File: config.mk
export PLATFORM = sky130hd
export DESIGN_NAME = cfgwin_top
export DESIGN_NICKNAME = d
export VERILOG_FILES = /design/src/rtl/cfgwin_pkg.sv /design/src/rtl/cfgwin_bank.sv /design/src/rtl/cfgwin_irq.sv /design/src/rtl/cfgwin_top.sv
export SDC_FILE = /design/constraint.sdc
export NUM_CORES = 1
export LEC_CHECK = 0
export ABC_AREA = 1
export BUFFER_PORTS_ARGS = -buffer_cell sky130_fd_sc_hd__buf_4
export CAP_MARGIN = 20
export CORE_ASPECT_RATIO = 0.5
export CORE_MARGIN = 4
export CORE_UTILIZATION = 50
export DETAILED_ROUTE_END_ITERATION = 6
export MAX_ROUTING_LAYER = met4
export PLACE_DENSITY = 0.85
export REMOVE_ABC_BUFFERS = 1
export SYNTH_ARGS = -nofsm -noshare
export SYNTH_HDL_FRONTEND = slang
export SYNTH_SLANG_ARGS = --single-unit
File: constraint.sdc
create_clock -name clk -period 2.15 [get_ports clk]
set_clock_uncertainty 0.05 [all_clocks]
set_input_delay 0 -clock clk [delete_from_list [all_inputs] [get_ports clk]]
set_output_delay 0 -clock clk [all_outputs]
set_load 0.1 [all_outputs]
File: src/rtl/cfgwin_pkg.sv
package cfgwin_pkg;

    localparam int NUM_CH   = 2;
    localparam int IDX_W    = 3;
    localparam int WORD_W   = 16;
    localparam int BYTE_W   = 8;
    localparam int RA_W     = 10;
    localparam int RA_HI_W  = RA_W - BYTE_W;

    localparam logic [IDX_W-1:0] IX_CMD_BASE = 3'd0;
    localparam logic [IDX_W-1:0] IX_DEV_CFG  = 3'd1;
    localparam logic [IDX_W-1:0] IX_RA_LO    = 3'd2;
    localparam logic [IDX_W-1:0] IX_RA_CTL   = 3'd3;
    localparam logic [IDX_W-1:0] IX_CTL_BASE = 3'd4;
    localparam logic [IDX_W-1:0] IX_DAT_TIM  = 3'd5;
    localparam logic [IDX_W-1:0] IX_CMD_TIM  = 3'd6;
    localparam logic [IDX_W-1:0] IX_LAST     = IX_CMD_TIM;

    // window offsets
    localparam logic [1:0] OFS_DATA = 2'd0;
    localparam logic [1:0] OFS_PTR  = 2'd1;
    localparam logic [1:0] OFS_TEST = 2'd2;
    localparam logic [1:0] OFS_MASK = 2'd3;

    typedef struct packed {
        logic [WORD_W-1:0]  cmd_base;
        logic [BYTE_W-1:0]  dev_cfg;
        logic [BYTE_W-1:0]  ra_lo;
        logic               ra_en;
        logic               mode4;
        logic [RA_HI_W-1:0] ra_hi;
        logic [WORD_W-1:0]  ctl_base;
        logic [BYTE_W-1:0]  data_tim;
        logic [BYTE_W-1:0]  cmd_tim;
    } bank_t;

    function automatic bank_t bank_reset(input logic secondary);
        bank_t b;
        b.cmd_base = secondary ? 16'h0170 : 16'h01F0;
        b.dev_cfg  = 8'h01;
        b.ra_lo    = '0;
        b.ra_en    = 1'b0;
        b.mode4    = 1'b0;
        b.ra_hi    = '0;
        b.ctl_base = secondary ? 16'h0376 : 16'h03F6;
        b.data_tim = 8'hF5;
        b.cmd_tim  = 8'hDE;
        return b;
    endfunction

endpackage

File: src/rtl/cfgwin_bank.sv
module cfgwin_bank
    import cfgwin_pkg::*;
#(
    parameter bit SECONDARY = 1'b0
) (
    input  logic              clk,
    input  logic              rst_n,
    input  logic              wr_en,
    input  logic [IDX_W-1:0]  idx,
    input  logic [WORD_W-1:0] wdata,
    output bank_t             cfg,
    output logic [WORD_W-1:0] rdata,
    output logic              fifo_clr
);

    typedef struct packed {
        bank_t regs;
        logic  fifo_clr;
    } bank_st_t;

    bank_st_t st_d, st_q;

    always_comb begin
        st_d          = st_q;
        st_d.fifo_clr = 1'b0;
        if (wr_en) begin
            case (idx)
                IX_CMD_BASE: st_d.regs.cmd_base = wdata;
                IX_DEV_CFG:  st_d.regs.dev_cfg  = wdata[BYTE_W-1:0];
                IX_RA_LO:    st_d.regs.ra_lo    = wdata[BYTE_W-1:0];
                IX_RA_CTL: begin
                    st_d.regs.ra_en = wdata[7];
                    st_d.regs.mode4 = wdata[4];
                    st_d.regs.ra_hi = wdata[RA_HI_W-1:0];
                    st_d.fifo_clr   = wdata[6];
                end
                IX_CTL_BASE: st_d.regs.ctl_base = wdata;
                IX_DAT_TIM:  st_d.regs.data_tim = wdata[BYTE_W-1:0];
                IX_CMD_TIM:  st_d.regs.cmd_tim  = wdata[BYTE_W-1:0];
                default:     st_d = st_q;
            endcase
        end
    end

    always_ff @(posedge clk or negedge rst_n) begin
        if (!rst_n) begin
            st_q.regs     <= bank_reset(SECONDARY);
            st_q.fifo_clr <= 1'b0;
        end else begin
            st_q <= st_d;
        end
    end

    always_comb begin
        case (idx)
            IX_CMD_BASE: rdata = st_q.regs.cmd_base;
            IX_DEV_CFG:  rdata = {{(WORD_W-BYTE_W){1'b0}}, st_q.regs.dev_cfg};
            IX_CTL_BASE: rdata = st_q.regs.ctl_base;
            IX_DAT_TIM:  rdata = {{(WORD_W-BYTE_W){1'b0}}, st_q.regs.data_tim};
            IX_CMD_TIM:  rdata = {{(WORD_W-BYTE_W){1'b0}}, st_q.regs.cmd_tim};
            default:     rdata = '0;
        endcase
    end

    assign cfg      = st_q.regs;
    assign fifo_clr = st_q.fifo_clr;

endmodule

File: src/rtl/cfgwin_irq.sv
module cfgwin_irq (
    input  logic drv_stat,
    input  logic bm_stat,
    input  logic masked,
    input  logic active_low,
    output logic irq
);

    logic raw_d;

    always_comb begin
        raw_d = (drv_stat | bm_stat) & ~masked;
        irq   = raw_d ^ active_low;
    end

endmodule

File: src/rtl/cfgwin_top.sv
module cfgwin_top
    import cfgwin_pkg::*;
(
    input  logic                           clk,
    input  logic                           rst_n,
    input  logic [1:0]                     bus_addr,
    input  logic                           bus_wr,
    input  logic                           bus_rd,
    input  logic [15:0]                    bus_wdata,
    output logic [15:0]                    bus_rdata,
    input  logic [1:0]                     drv_irq_i,
    input  logic [1:0]                     bm_irq_i,
    input  logic                           legacy_hdr_i,
    output logic [1:0][15:0]               cmd_base_o,
    output logic [1:0][15:0]               ctl_base_o,
    output logic [1:0][7:0]                dev_cfg_o,
    output logic [1:0][9:0]                ra_count_o,
    output logic [1:0]                     ra_en_o,
    output logic [1:0]                     mode4_o,
    output logic [1:0][7:0]                data_tim_o,
    output logic [1:0][7:0]                cmd_tim_o,
    output logic [1:0]                     fifo_clr_o,
    output logic                           test_mode_o,
    output logic                           compat_o,
    output logic [1:0]                     irq_o
);

    localparam int CH_BIT  = IDX_W;     // pointer bit picking the bank
    localparam int INC_BIT = 7;         // pointer bit enabling advance
    localparam int GUARD_BIT = 7;       // offset 2 write qualifier

    typedef struct packed {
        logic [BYTE_W-1:0] ptr;
        logic              test_mode;
        logic              compat;
        logic [NUM_CH-1:0] mask;
    } win_st_t;

    win_st_t st_d, st_q;

    logic                         data_acc;
    logic [NUM_CH-1:0]            bank_wr;
    logic [NUM_CH-1:0][WORD_W-1:0] bank_rd;
    logic [IDX_W-1:0]             cur_idx;
    logic                         cur_ch;
    logic [BYTE_W-1:0]            ptr_q;
    logic [NUM_CH-1:0]            mask_q;

    assign cur_idx = st_q.ptr[IDX_W-1:0];
    assign cur_ch  = st_q.ptr[CH_BIT];
    assign ptr_q   = st_q.ptr;
    assign mask_q  = st_q.mask;
    assign data_acc = (bus_wr | bus_rd) && (bus_addr == OFS_DATA);

    always_comb begin
        st_d = st_q;
        if (bus_wr) begin
            case (bus_addr)
                OFS_PTR: st_d.ptr = bus_wdata[BYTE_W-1:0];
                OFS_TEST: begin
                    if (bus_wdata[GUARD_BIT]) begin
                        st_d.test_mode = bus_wdata[0];
                        st_d.compat    = bus_wdata[1];
                    end
                end
                OFS_MASK: st_d.mask = bus_wdata[NUM_CH-1:0];
                default: ;
            endcase
        end
        if (data_acc && st_q.ptr[INC_BIT]) begin
            if (cur_idx >= IX_LAST)
                st_d.ptr[IDX_W-1:0] = '0;
            else
                st_d.ptr[IDX_W-1:0] = cur_idx + 1'b1;
        end
    end

    always_ff @(posedge clk or negedge rst_n) begin
        if (!rst_n) begin
            st_q <= '0;
        end else begin
            st_q <= st_d;
        end
    end

    always_comb begin
        case (bus_addr)
            OFS_DATA: bus_rdata = bank_rd[cur_ch];
            OFS_PTR:  bus_rdata = {{(WORD_W-BYTE_W){1'b0}}, st_q.ptr};
            OFS_TEST: bus_rdata = {{(WORD_W-2){1'b0}}, bm_irq_i[0], drv_irq_i[0]};
            default:  bus_rdata = {{(WORD_W-5){1'b0}}, legacy_hdr_i,
                                   bm_irq_i[1], drv_irq_i[1], st_q.mask};
        endcase
    end

    assign test_mode_o = st_q.test_mode;
    assign compat_o    = st_q.compat;

    for (genvar c = 0; c < NUM_CH; c++) begin : g_ch
        bank_t cfg_c;

        assign bank_wr[c] = bus_wr && (bus_addr == OFS_DATA) && (cur_ch == c[0]);

        cfgwin_bank #(.SECONDARY(c == 1)) u_bank (
            .clk      (clk),
            .rst_n    (rst_n),
            .wr_en    (bank_wr[c]),
            .idx      (cur_idx),
            .wdata    (bus_wdata),
            .cfg      (cfg_c),
            .rdata    (bank_rd[c]),
            .fifo_clr (fifo_clr_o[c])
        );

        cfgwin_irq u_irq (
            .drv_stat   (drv_irq_i[c]),
            .bm_stat    (bm_irq_i[c]),
            .masked     (st_q.mask[c]),
            .active_low (cfg_c.dev_cfg[3]),
            .irq        (irq_o[c])
        );

        assign cmd_base_o[c] = cfg_c.cmd_base;
        assign ctl_base_o[c] = cfg_c.ctl_base;
        assign dev_cfg_o[c]  = cfg_c.dev_cfg;
        assign ra_count_o[c] = {cfg_c.ra_hi, cfg_c.ra_lo};
        assign ra_en_o[c]    = cfg_c.ra_en;
        assign mode4_o[c]    = cfg_c.mode4;
        assign data_tim_o[c] = cfg_c.data_tim;
        assign cmd_tim_o[c]  = cfg_c.cmd_tim;
    end

endmodule

# Word level (Yosys, flattened, before mapping)
# Index checks and enable logic that the tools add are counted.
[op_classes] bitwise_logic=10 n_mux=15 eq_ne=11 magnitude_cmp=2 n_reduce_logical=28 n_addsub=1
[op_table] cell="one-hot mux 16 bit (5 select lines)" count=2
[op_table] cell="one-hot mux 16 bit (3 select lines)" count=1
[op_table] cell="AND reduction 2 bit" count=17
[op_table] cell="two-way mux 16 bit" count=2
[op_table] cell="== test 3 bit, second input constant" count=3
[op_table] cell="two-way mux 3 bit" count=3
[op_table] cell="two-way mux 7 bit" count=1
[op_table] cell="== test 3 x 2 -> 1 bit, second input constant" count=2
[op_table] cell="two-way mux 2 bit" count=3
[op_table] cell="!= test 3 bit, second input constant" count=2
[op_table] cell="OR reduction 6 bit" count=1
[op_table] cell="logical AND 1 bit" count=5
[op_table] cell="== test 2 bit, second input constant" count=2
[op_table] cell="nonzero test 2 bit" count=2
[op_table] cell="adder 3 x 1 -> 3 bit, second input constant" count=1
[op_table] cell="== test 3 x 1 -> 1 bit, second input constant" count=1
[op_table] cell="greater-or-equal comparator 3 bit, second input constant" count=1
[op_table] cell="logical NOT 3 bit" count=1
[op_table] cell="inverter 1 bit" count=3
[op_table] cell="bitwise OR 1 bit" count=3
[op_table] cell="AND reduction 3 bit" count=1
[op_table] cell="AND 1 bit" count=2
[op_table] cell="== test 2 x 1 -> 1 bit, second input constant" count=1
[op_table] cell="logical NOT 2 bit" count=1
[op_table] cell="other kinds (4)" count=6
[totals] out_inout_bits=158 ff_bits=150 inputBits=27 word_cells=92

# Longest topological paths before layout
# Gate-level depths: netlist (run 1).
[depth] ltp_word=5 depth_mapped=11 mapped_depth_nobuf=10

# Cells and area by module
# Synthesis (run 1) repeated with hierarchy kept, for this count alone.
[hier_totals] cells_unflattened=943 hier_area_um2=7468.4
[modules_own_cells] mod="cfgwin_bank at g_ch[0].u_bank" n_inst=1 area_each_um2=3230.6 cells_per_inst=384 seq_area_each_um2=1759.2
[modules_own_cells] mod="cfgwin_bank at g_ch[1].u_bank" n_inst=1 area_each_um2=3228.1 cells_per_inst=384 seq_area_each_um2=1756.7
[modules_own_cells] mod="cfgwin_top" n_inst=1 area_each_um2=937.1 cells_per_inst=157 seq_area_each_um2=300.3
[modules_own_cells] mod="cfgwin_irq" n_inst=2 area_each_um2=36.3 cells_per_inst=9 seq_area_each_um2=0.0

# Worst setup path before layout (run 1)
# OpenSTA, ideal clock, no wires.
[synth_path] kind="reg-to-output" from="reg st_q, in the netlist ptr_q[0]" to="out bus_rdata[14]" path_slack_ps=-480 t_required_ps=2100 t_arrival_ps=2580 stages_incl_launch_ff=8 path_buffers=1 cell_sequence="dfrtp_1 -> inv_1 -> ha_1 -> clkbuf_1 -> inv_1 -> nor2_1 -> a21oi_1 -> nor2_1"
[synth_between] elab_chain_len=5 word_cells_on_any_way=10 classes_between="eq/ne (4); mux (5); reduce/logical (1)"
[synth_lines] item="start, declared" line_no="cfgwin_top.sv:39" source="win_st_t st_d, st_q;"
[synth_lines] item="start signal, assigned" line_no="cfgwin_top.sv:82" source="st_q <= st_d;"
[synth_lines] item="== test 3 bit, or another cell as far along" line_no="cfgwin_bank.sv:55" source="case (idx)"
[synth_lines] item="one-hot mux 16 bit (5 select lines)" line_no="cfgwin_bank.sv:55"
[synth_lines] item="two-way mux 16 bit (implied by the code) (*) (2 in series)" line_no="cfgwin_top.sv:88" source="OFS_DATA: bus_rdata = bank_rd[cur_ch];"
[synth_lines] item="one-hot mux 16 bit (3 select lines) (*)" line_no="cfgwin_top.sv:87" source="case (bus_addr)"
[synth_lines] item="end, declared" line_no="cfgwin_top.sv:10" source="output logic [15:0] bus_rdata,"
# Every way passes the cells marked *; elsewhere a longest branch is shown, timed or not. The select of a mux whose other input is x is not followed.

# Worst setup path after layout (run 1)
[layout_path] from="reg st_q, in the netlist ptr_q[1]" to="out bus_rdata[6]"
# The elaborated chain is that of the path after synthesis.

==> run_results.csv, run 1 <==
group,metric,value,unit
status,outcome,"finished, violations left",
status,failed_checks,"setup timing",
timing,postLayoutSetupSlackWorst,-0.0147,ns
logic_synthesis,syn_area_per_cell,8.12,µm²
timing,worst_slew_margin_relative_to_its_limit,42.6,%
logic_synthesis,synth.most_common_cell,"sky130_fd_sc_hd__nand2_1",
worst_setup_path,critical_path.max_fanout,12,
die,fp.dieW,177,µm
logic_synthesis,async_reset_ff_share,100,%
worst_setup_path,crit_path_end_kind,"primary output",
logic_synthesis,synth_area,7160,µm²
worst_setup_path,crit_path_cell_trace,"inv_2 -> ha_4 -> nand2_4 -> clkinv_2 -> buf_12 -> nand2_1 -> o21ai_1 -> nor2_1 -> nand2_1 -> nand3_1 -> nand2_2 -> buf_12",
placement,place_hpwl,16600,µm
cells_and_area,postLayoutCoreUtil,74.3,%
hold_path,hold-path-cell-count,4,
timing,fmax,462,MHz
timing,layout_worst_path_cycle_share,101,%
worst_setup_path,reg2reg_from,"ptr_q[0]",
timing,drv_slew,0,
die,die_area,16400,µm²
timing,rsz_0062_raised_after_global_routing,"yes",
placement,buffer_ports.inserted,184,
route,post_drt_wl_per_cell,18.9,µm
worst_setup_path,timing.critical_path.slowest_stage_cell,"sky130_fd_sc_hd__dfrtp_1",
logic_synthesis,synthesis.yosys.warnings,0,
logic_synthesis,netlist.area_leader.share,35.0,%
timing,timing.final.crit_period,2.16,ns
logic_synthesis,synth_enable_flop_cells,0,
clock_network,clkSinkCount,150,
route,totalWireLength,24800,µm
die,core.rowCount,30,
clock_network,htree_num_levels,4,
global_route,antenna_found_initial,0,
global_route,grt_overflow_total,0,
route,drt_drc_violations_left,0,
hold_path,timing.hold.worst.start,"bus_addr[0]",
worst_setup_path,crit_path_max_incr_delay,0.39,ns
flow_run,max_cap_viol_count,0,
logic_synthesis,synth_cells,881,
timing,final_hold_viol_count,0,
die,die_h,92.6,µm
clock_network,cts_tree,"built",
global_route,grt_pass1_vias,6839,
clock_network,clock_tree.root_cell,"sky130_fd_sc_hd__clkbuf_16",
logic_synthesis,synth_seq_area_share,53.3,%
timing,finalSetupViolations,3,
worst_setup_path,worstRegToRegCells,9,
route,vias,7211,
logic_synthesis,synth.distinct_cells,27,
clock_network,clock_latency,0.42,ns
logic_synthesis,synth_common_cells,"sky130_fd_sc_hd__nand2_1 (204), sky130_fd_sc_hd__o21ai_0 (134), sky130_fd_sc_hd__inv_1 (106), sky130_fd_sc_hd__dfrtp_1 (100), sky130_fd_sc_hd__nor2_1 (87)",
worst_setup_path,timing.setup.critical_path_class,"flop to primary output",
cells_and_area,filler_free_cell_count_of_the_finished_design,1311,
hold_path,holdPathEnd,"g_ch[0].u_bank.fifo_clr",
die,initial_utilization,51.9,%
cells_and_area,insertedDiodeCount,0,
clock_network,worst_setup_hold_path_clk_slew,0.06,ns
die,num_io_pins,185,
clock_network,cts_max_path_buffers,2,
global_route,grt_util_all_layers,30.3,%
route,ant_nets,0,
route,post_drt_via_cell_ratio,5.50,
cells_and_area,nNetsFinal,1138,
worst_setup_path,reg2reg_setup_slack,0.23,ns
logic_synthesis,postSynth.topFlopCell,"sky130_fd_sc_hd__dfrtp_1",
worst_setup_path,worstPathBufferInverterCount,4,
worst_setup_path,cell_class_contributing_the_biggest_share_of_worst_path_delay,"buffers and inverters",
worst_setup_path,worst_setup_path_startpoint,"ptr_q[1]",
placement,routabilityCongestion,0.988,
worst_setup_path,critical_path_arrival,2.11,ns
logic_synthesis,ys_ff_latch,150,
placement,placedCellCount,1243,
logic_synthesis,synthDominantAreaCellType,"sky130_fd_sc_hd__dfrtp_1",
global_route,grt_start_max_net_pins,92,
cells_and_area,area_growth_syn_to_layout,43.0,%
global_route,first_pass_grt_wire_length,37600,µm
worst_setup_path,timing.critical_path.from_type,"flop",
die,fp.coreArea,13800,µm²
logic_synthesis,synth.top_cells.by_area,"sky130_fd_sc_hd__dfrtp_1 (35%), sky130_fd_sc_hd__dfstp_2 (18%), sky130_fd_sc_hd__nand2_1 (11%)",
worst_setup_path,reg2reg_to,"g_ch[0].u_bank.cfg[7]",
route,drt_pass1_iterations,6,
timing,worst_pin_slew,0.858,ns
hold_path,worstHoldPathType,"primary input to flop",
worst_setup_path,cp_required,2.10,ns
route,dr.first_iter.drc_count,830,
clock_network,cts-buffers-inserted,17,
cells_and_area,drive_gt1_share,34.8,%
[layer usage]
layer / up-vias / GRT usage [%] / share of wire, %
met5: - / - / 0
met4: 0 / 9.20 / 2.1
met3: 58 / 8.36 / 10
met2: 412 / 45.5 / 46
met1: 3489 / 40.6 / 41
li1: 3252 / - / -
[cell families (layout without fill, tap and decap cells)]
family / Yosys count / after routing / share of synthesized area [%]
buffers and inverters: 162 / 400 / 9.55
AO/OA/AOI/OAI: 217 / 217 / 15.8
AND/OR/NAND/NOR: 345 / 345 / 20.2
XOR/XNOR: 2 / 2 / 0.245
flip-flops: 150 / 150 / 53.3
adder cells (fa/ha/maj): 5 / 5 / 0.874
[layout make-up]
cell class                 count  area [µm²]
clock inverter                11         151
multi-input combinational    569        2890
inverter                     109         415
fill                         979        3550
sequential                   150        3820
clock buffer                  21         440
timing repair buffer         259        2270
tap                          192         240
[per-stage QoR]
stage | setup TNS (ns) | setup slack [ns] | cell area [µm²] | hold slack (ns)
finish | -0.0207 | -0.0147 | 10200 | 0.0170
global route | -0.749 | -0.0939 | 10200 | 0.0520
CTS | 0 | 0.000622 | 9910 | 0.000152
detailed placement | 0 | 0.114 | 8880 | -0.185
global placement | 0 | 0.168 | 8880 | -0.188
floorplan | -23.17 | -0.905 | 6880 | -0.346
[worst register-to-register path, stage by stage, from the launching register on]
cell and delay, ns:
sky130_fd_sc_hd__dfrtp_1 0.41, sky130_fd_sc_hd__inv_2 0.10, sky130_fd_sc_hd__buf_6 0.13, sky130_fd_sc_hd__ha_4 0.16, sky130_fd_sc_hd__nand2_4 0.07, sky130_fd_sc_hd__buf_2 0.18, sky130_fd_sc_hd__buf_4 0.15, sky130_fd_sc_hd__nor2_4 0.36
sky130_fd_sc_hd__nor2_1 0.09, sky130_fd_sc_hd__a21oi_1 0.15
[worst max-delay path by stage]
stage / depth (start not counted) / to
after detailed placement: 10 / bus_rdata[0]
final: 12 / bus_rdata[6]
after floorplan: 6 / bus_rdata[10]
after global placement: 10 / bus_rdata[0]
after CTS: 8 / bus_rdata[10]
after global routing: 10 / bus_rdata[3]
[cell usage in the layout (no fill, tap or decap), types with 2 or more instances in the layout]
master,synthesis,routed
sky130_fd_sc_hd__clkinv_2,0,2
sky130_fd_sc_hd__nand2_2,1,9
sky130_fd_sc_hd__nor2_1,87,77
sky130_fd_sc_hd__inv_4,0,2
sky130_fd_sc_hd__dlygate4sd3_1,0,19
sky130_fd_sc_hd__dfrtp_2,0,2
sky130_fd_sc_hd__buf_6,0,17
sky130_fd_sc_hd__nand2_4,0,2
sky130_fd_sc_hd__buf_4,11,204
sky130_fd_sc_hd__inv_1,106,102
sky130_fd_sc_hd__a21oi_1,61,61
sky130_fd_sc_hd__ha_4,0,3
sky130_fd_sc_hd__nor3_4,2,2
sky130_fd_sc_hd__xor2_1,2,2
sky130_fd_sc_hd__o21ai_2,0,7
sky130_fd_sc_hd__clkinvlp_4,0,4
sky130_fd_sc_hd__buf_12,0,17
sky130_fd_sc_hd__nor2_4,6,6
sky130_fd_sc_hd__nor2_2,4,14
sky130_fd_sc_hd__o21ai_1,0,16
sky130_fd_sc_hd__inv_6,0,2
sky130_fd_sc_hd__o22ai_2,0,5
sky130_fd_sc_hd__o21ai_0,134,111
sky130_fd_sc_hd__o21a_1,8,8
sky130_fd_sc_hd__bufinv_16,0,3
sky130_fd_sc_hd__dfstp_2,50,50
sky130_fd_sc_hd__clkbuf_16,0,17
sky130_fd_sc_hd__o22ai_1,13,8
sky130_fd_sc_hd__clkbuf_1,14,4
sky130_fd_sc_hd__ha_1,5,2
sky130_fd_sc_hd__nand3_2,1,12
sky130_fd_sc_hd__nand2_1,204,193
sky130_fd_sc_hd__inv_2,1,3
sky130_fd_sc_hd__nand3_1,38,27
sky130_fd_sc_hd__dfrtp_1,100,98
[registers in the layout, summed over array words and instances (netlist names)]
signal and count:
g_ch.u_bank.cfg 136, mask_q 2, ptr_q 8, test_mode_o 1, compat_o 1, g_ch.u_bank.fifo_clr 2
[repair_timing]
item,CTS,global route
hold buffers,19,0
gates resized for setup,58,77
endpoints found under the setup margin,16,16
endpoints found under the hold margin,195,0
setup buffers,6,9
pin swaps,6,22
cloned,0,2
Power of run 1 is left out: the tool's default activity adds up to more than one toggle a clock period on the data nets, which glitch-free logic cannot reach.
==> inputs of run 2 (changes only) <==
Settings changed: ABC_AREA 1 to default, PLACE_DENSITY 0.85 to 0.76, TNS_END_PERCENT from default to 10.
==> run 2 against run 1 <==
  * The flow still finishes with violations (setup timing)
  * Worst setup slack lost 0.19 ns
  * Register-to-register slack lost 0.09 ns
  * Sequential share of layout area grew 0.82 points
  * Synthesized cell count shrank 41%
  * Final area shrank 2.1%
  * Worst hold slack gained 0.022 ns
  * Non-clock buffer count shrank 11
  * First-iteration DRC count shrank 50%
  * Count of clock-buffer cells in the layout shrank 2
  * Critical path type unchanged
  * Critical endpoint is now bus_rdata[3]
  * Highest routed layer unchanged
==> run_results.csv, run 2 <==
group,metric,value,unit
logic_synthesis,synth_cells,518,
logic_synthesis,synth_area,7180,µm²
cells_and_area,layout.cells.most_common_list,"sky130_fd_sc_hd__buf_4 (200), sky130_fd_sc_hd__mux2_2 (143), sky130_fd_sc_hd__dfrtp_1 (98), sky130_fd_sc_hd__dfstp_2 (50), sky130_fd_sc_hd__nand2_1 (30)",
die,fp.dieW,177,µm
timing,layout_worst_path_cycle_share,110,%
worst_setup_path,critical_path_arrival,2.31,ns
die,core.rowCount,30,
cells_and_area,commonest_non_fill_non_tap_cell_in_the_layout,"sky130_fd_sc_hd__buf_4",
worst_setup_path,timing.setup.critical_path_class,"flop to primary output",
worst_setup_path,worstRegToRegCells,6,
timing,postLayoutSetupSlackWorst,-0.209,ns
clock_network,cts_tree,"built",
status,outcome,"finished, violations left",
cells_and_area,nNetsFinal,776,
route,post_drt_wl_per_cell,22.1,µm
timing,final_hold_viol_count,0,
worst_setup_path,critical_path.max_fanout,17,
logic_synthesis,synth.top_cells.by_area,"sky130_fd_sc_hd__dfrtp_1 (35%), sky130_fd_sc_hd__mux2_2 (22%), sky130_fd_sc_hd__dfstp_2 (18%)",
clock_network,cts-buffers-inserted,17,
placement,place_ws,0.100,ns
worst_setup_path,reg2reg_to,"g_ch[1].u_bank.cfg[32]",
route,vias,5434,
timing,rsz_0062_raised_after_global_routing,"yes",
clock_network,htree_num_levels,4,
timing,worst_pin_slew,0.646,ns
cells_and_area,drive_gt1_share,68.8,%
logic_synthesis,synth.distinct_cells,51,
placement,buffer_ports.inserted,184,
worst_setup_path,reg2reg_from,"ptr_q[0]",
global_route,grt_pass1_vias,5608,
timing,worst_slew_margin_relative_to_its_limit,56.9,%
logic_synthesis,ys_ff_latch,150,
route,totalWireLength,21000,µm
worst_setup_path,reg2reg_setup_slack,0.14,ns
placement,routabilityCongestion,0.918,
timing,drv_slew,0,
hold_path,holdPathEnd,"mask_q[1]",
route,ant_nets,0,
logic_synthesis,async_reset_ff_share,100,%
cells_and_area,area_growth_syn_to_layout,39.5,%
route,drt_drc_violations_left,0,
logic_synthesis,synth_seq_area_share,53.1,%
logic_synthesis,synthesis.yosys.warnings,0,
logic_synthesis,postSynth.topFlopCell,"sky130_fd_sc_hd__dfrtp_1",
worst_setup_path,cp_required,2.10,ns
logic_synthesis,netlist.area_leader.share,34.8,%
worst_setup_path,crit_path_end_kind,"primary output",
logic_synthesis,synthDominantAreaCellType,"sky130_fd_sc_hd__dfrtp_1",
die,die_area,16500,µm²
cells_and_area,largest_register_ffs,136,
hold_path,worstHoldPathType,"primary input to flop",
route,dr.first_iter.drc_count,411,
global_route,first_pass_grt_wire_length,32200,µm
clock_network,clock_latency,0.41,ns
logic_synthesis,synth_enable_flop_cells,0,
clock_network,cts_max_path_buffers,2,
timing,timing.final.crit_period,2.36,ns
placement,place_hpwl,14000,µm
die,initial_utilization,52.0,%
logic_synthesis,synth.most_common_cell,"sky130_fd_sc_hd__mux2_2",
route,drt_pass1_iterations,7,
global_route,grt_util_all_layers,26.4,%
clock_network,worst_setup_hold_path_clk_slew,0.06,ns
timing,fmax,424,MHz
cells_and_area,insertedDiodeCount,0,
die,die_h,92.7,µm
flow_run,max_cap_viol_count,0,
hold_path,timing.hold.worst.start,"bus_addr[1]",
clock_network,clkSinkCount,150,
die,num_io_pins,185,
global_route,grt_overflow_total,0,
timing,finalSetupViolations,16,
worst_setup_path,timing.critical_path.from_type,"flop",
hold_path,hold-path-cell-count,3,
logic_synthesis,syn_area_per_cell,13.9,µm²
die,fp.coreArea,13800,µm²
logic_synthesis,synth_common_cells,"sky130_fd_sc_hd__mux2_2 (143), sky130_fd_sc_hd__dfrtp_1 (100), sky130_fd_sc_hd__dfstp_2 (50), sky130_fd_sc_hd__nand2_1 (30), sky130_fd_sc_hd__mux2_4 (20)",
status,failed_checks,"setup timing",
clock_network,clock_tree.root_cell,"sky130_fd_sc_hd__clkbuf_16",
route,post_drt_via_cell_ratio,5.73,
global_route,antenna_found_initial,0,
timing,final_hold_slack,0.0391,ns
global_route,grt_start_max_net_pins,69,
==> run 2: cell count changes after synthesis, moves of 9 or more <==
cell / delta
sky130_fd_sc_hd__a21oi_1: -48
sky130_fd_sc_hd__a22oi_1: +11
sky130_fd_sc_hd__and3_1: +9
sky130_fd_sc_hd__buf_2: -14
sky130_fd_sc_hd__inv_1: -101
sky130_fd_sc_hd__mux2_2: +143
sky130_fd_sc_hd__mux2_4: +20
sky130_fd_sc_hd__nand2_1: -174
sky130_fd_sc_hd__nand3_1: -32
sky130_fd_sc_hd__nor2_1: -81
sky130_fd_sc_hd__o21ai_0: -131
sky130_fd_sc_hd__o22ai_1: -13
==> run 2: worst max-delay path: stages, from the launching register on <==
cell	delay, ns
sky130_fd_sc_hd__dfrtp_1	0.40
sky130_fd_sc_hd__inv_2	0.09
sky130_fd_sc_hd__ha_4	0.19
sky130_fd_sc_hd__buf_12	0.16
sky130_fd_sc_hd__a222oi_1	0.38
sky130_fd_sc_hd__a21o_1	0.19
sky130_fd_sc_hd__nand2_1	0.06
sky130_fd_sc_hd__a32o_2	0.26
sky130_fd_sc_hd__buf_12	0.17
==> run 2: cell type report <==
cell class	count	area [µm²]
flip-flops and latches	150	3820
clock inverters	13	173
inverters	5	18.8
clock buffers	19	453
well taps	192	240
fillers	960	3800
multi-input cells	322	3210
repair buffers	248	2100
==> run 2: how the worst max path moves through the flow <==
stage,from,endpoint,slack (ns),cells past startpoint
after floorplan,ptr_q[0],bus_rdata[1],-3.27,6
after global placement,ptr_q[1],bus_rdata[3],0.18,8
after detailed placement,ptr_q[0],bus_rdata[0],0.10,8
after CTS,ptr_q[1],bus_rdata[3],-0.15,8
after global routing,ptr_q[1],bus_rdata[0],-0.29,8
final,ptr_q[0],bus_rdata[3],-0.21,8
==> run 2: metal layers <==
layer	global-route usage [%]	routed length (µm)	vias to the layer above
met5	-	0	-
met4	8.23	456	0
met3	5.59	1580	40
met2	41.9	10100	254
met1	34.4	8840	2771
li1	-	-	2369
==> run 2: logic make-up after synthesis <==
group,Yosys count,share of synthesized area (%)
AOI/OAI and AO/OA,57,5.92
xor gates and xnor gates,2,0.244
adders and majority gates,5,0.871
buffers and inverters,46,3.55
DFF,150,53.1
muxes,175,29.7
and+or+nand+nor,83,6.57
==> run 2: what timing repair did <==
action,in CTS,in global routing
setup buffers,12,0
pin swaps,5,10
endpoints found under the setup margin,16,16
hold buffers,18,0
hold endpoints to repair,208,0
gates resized for setup,37,21
==> run 2: per-stage QoR <==
step	TNS, ns	utilization, %	std cells	cell area [µm²]
after floorplan	-29.31	-	477	6950
after global placement	0	64.4	887	8890
after detailed placement	0	64.4	887	8890
after CTS	-0.850	71.8	949	9920
after global routing	-2.34	72.5	949	10000
final	-1.28	72.5	949	10000
Power of run 2 is left out for the same reason.
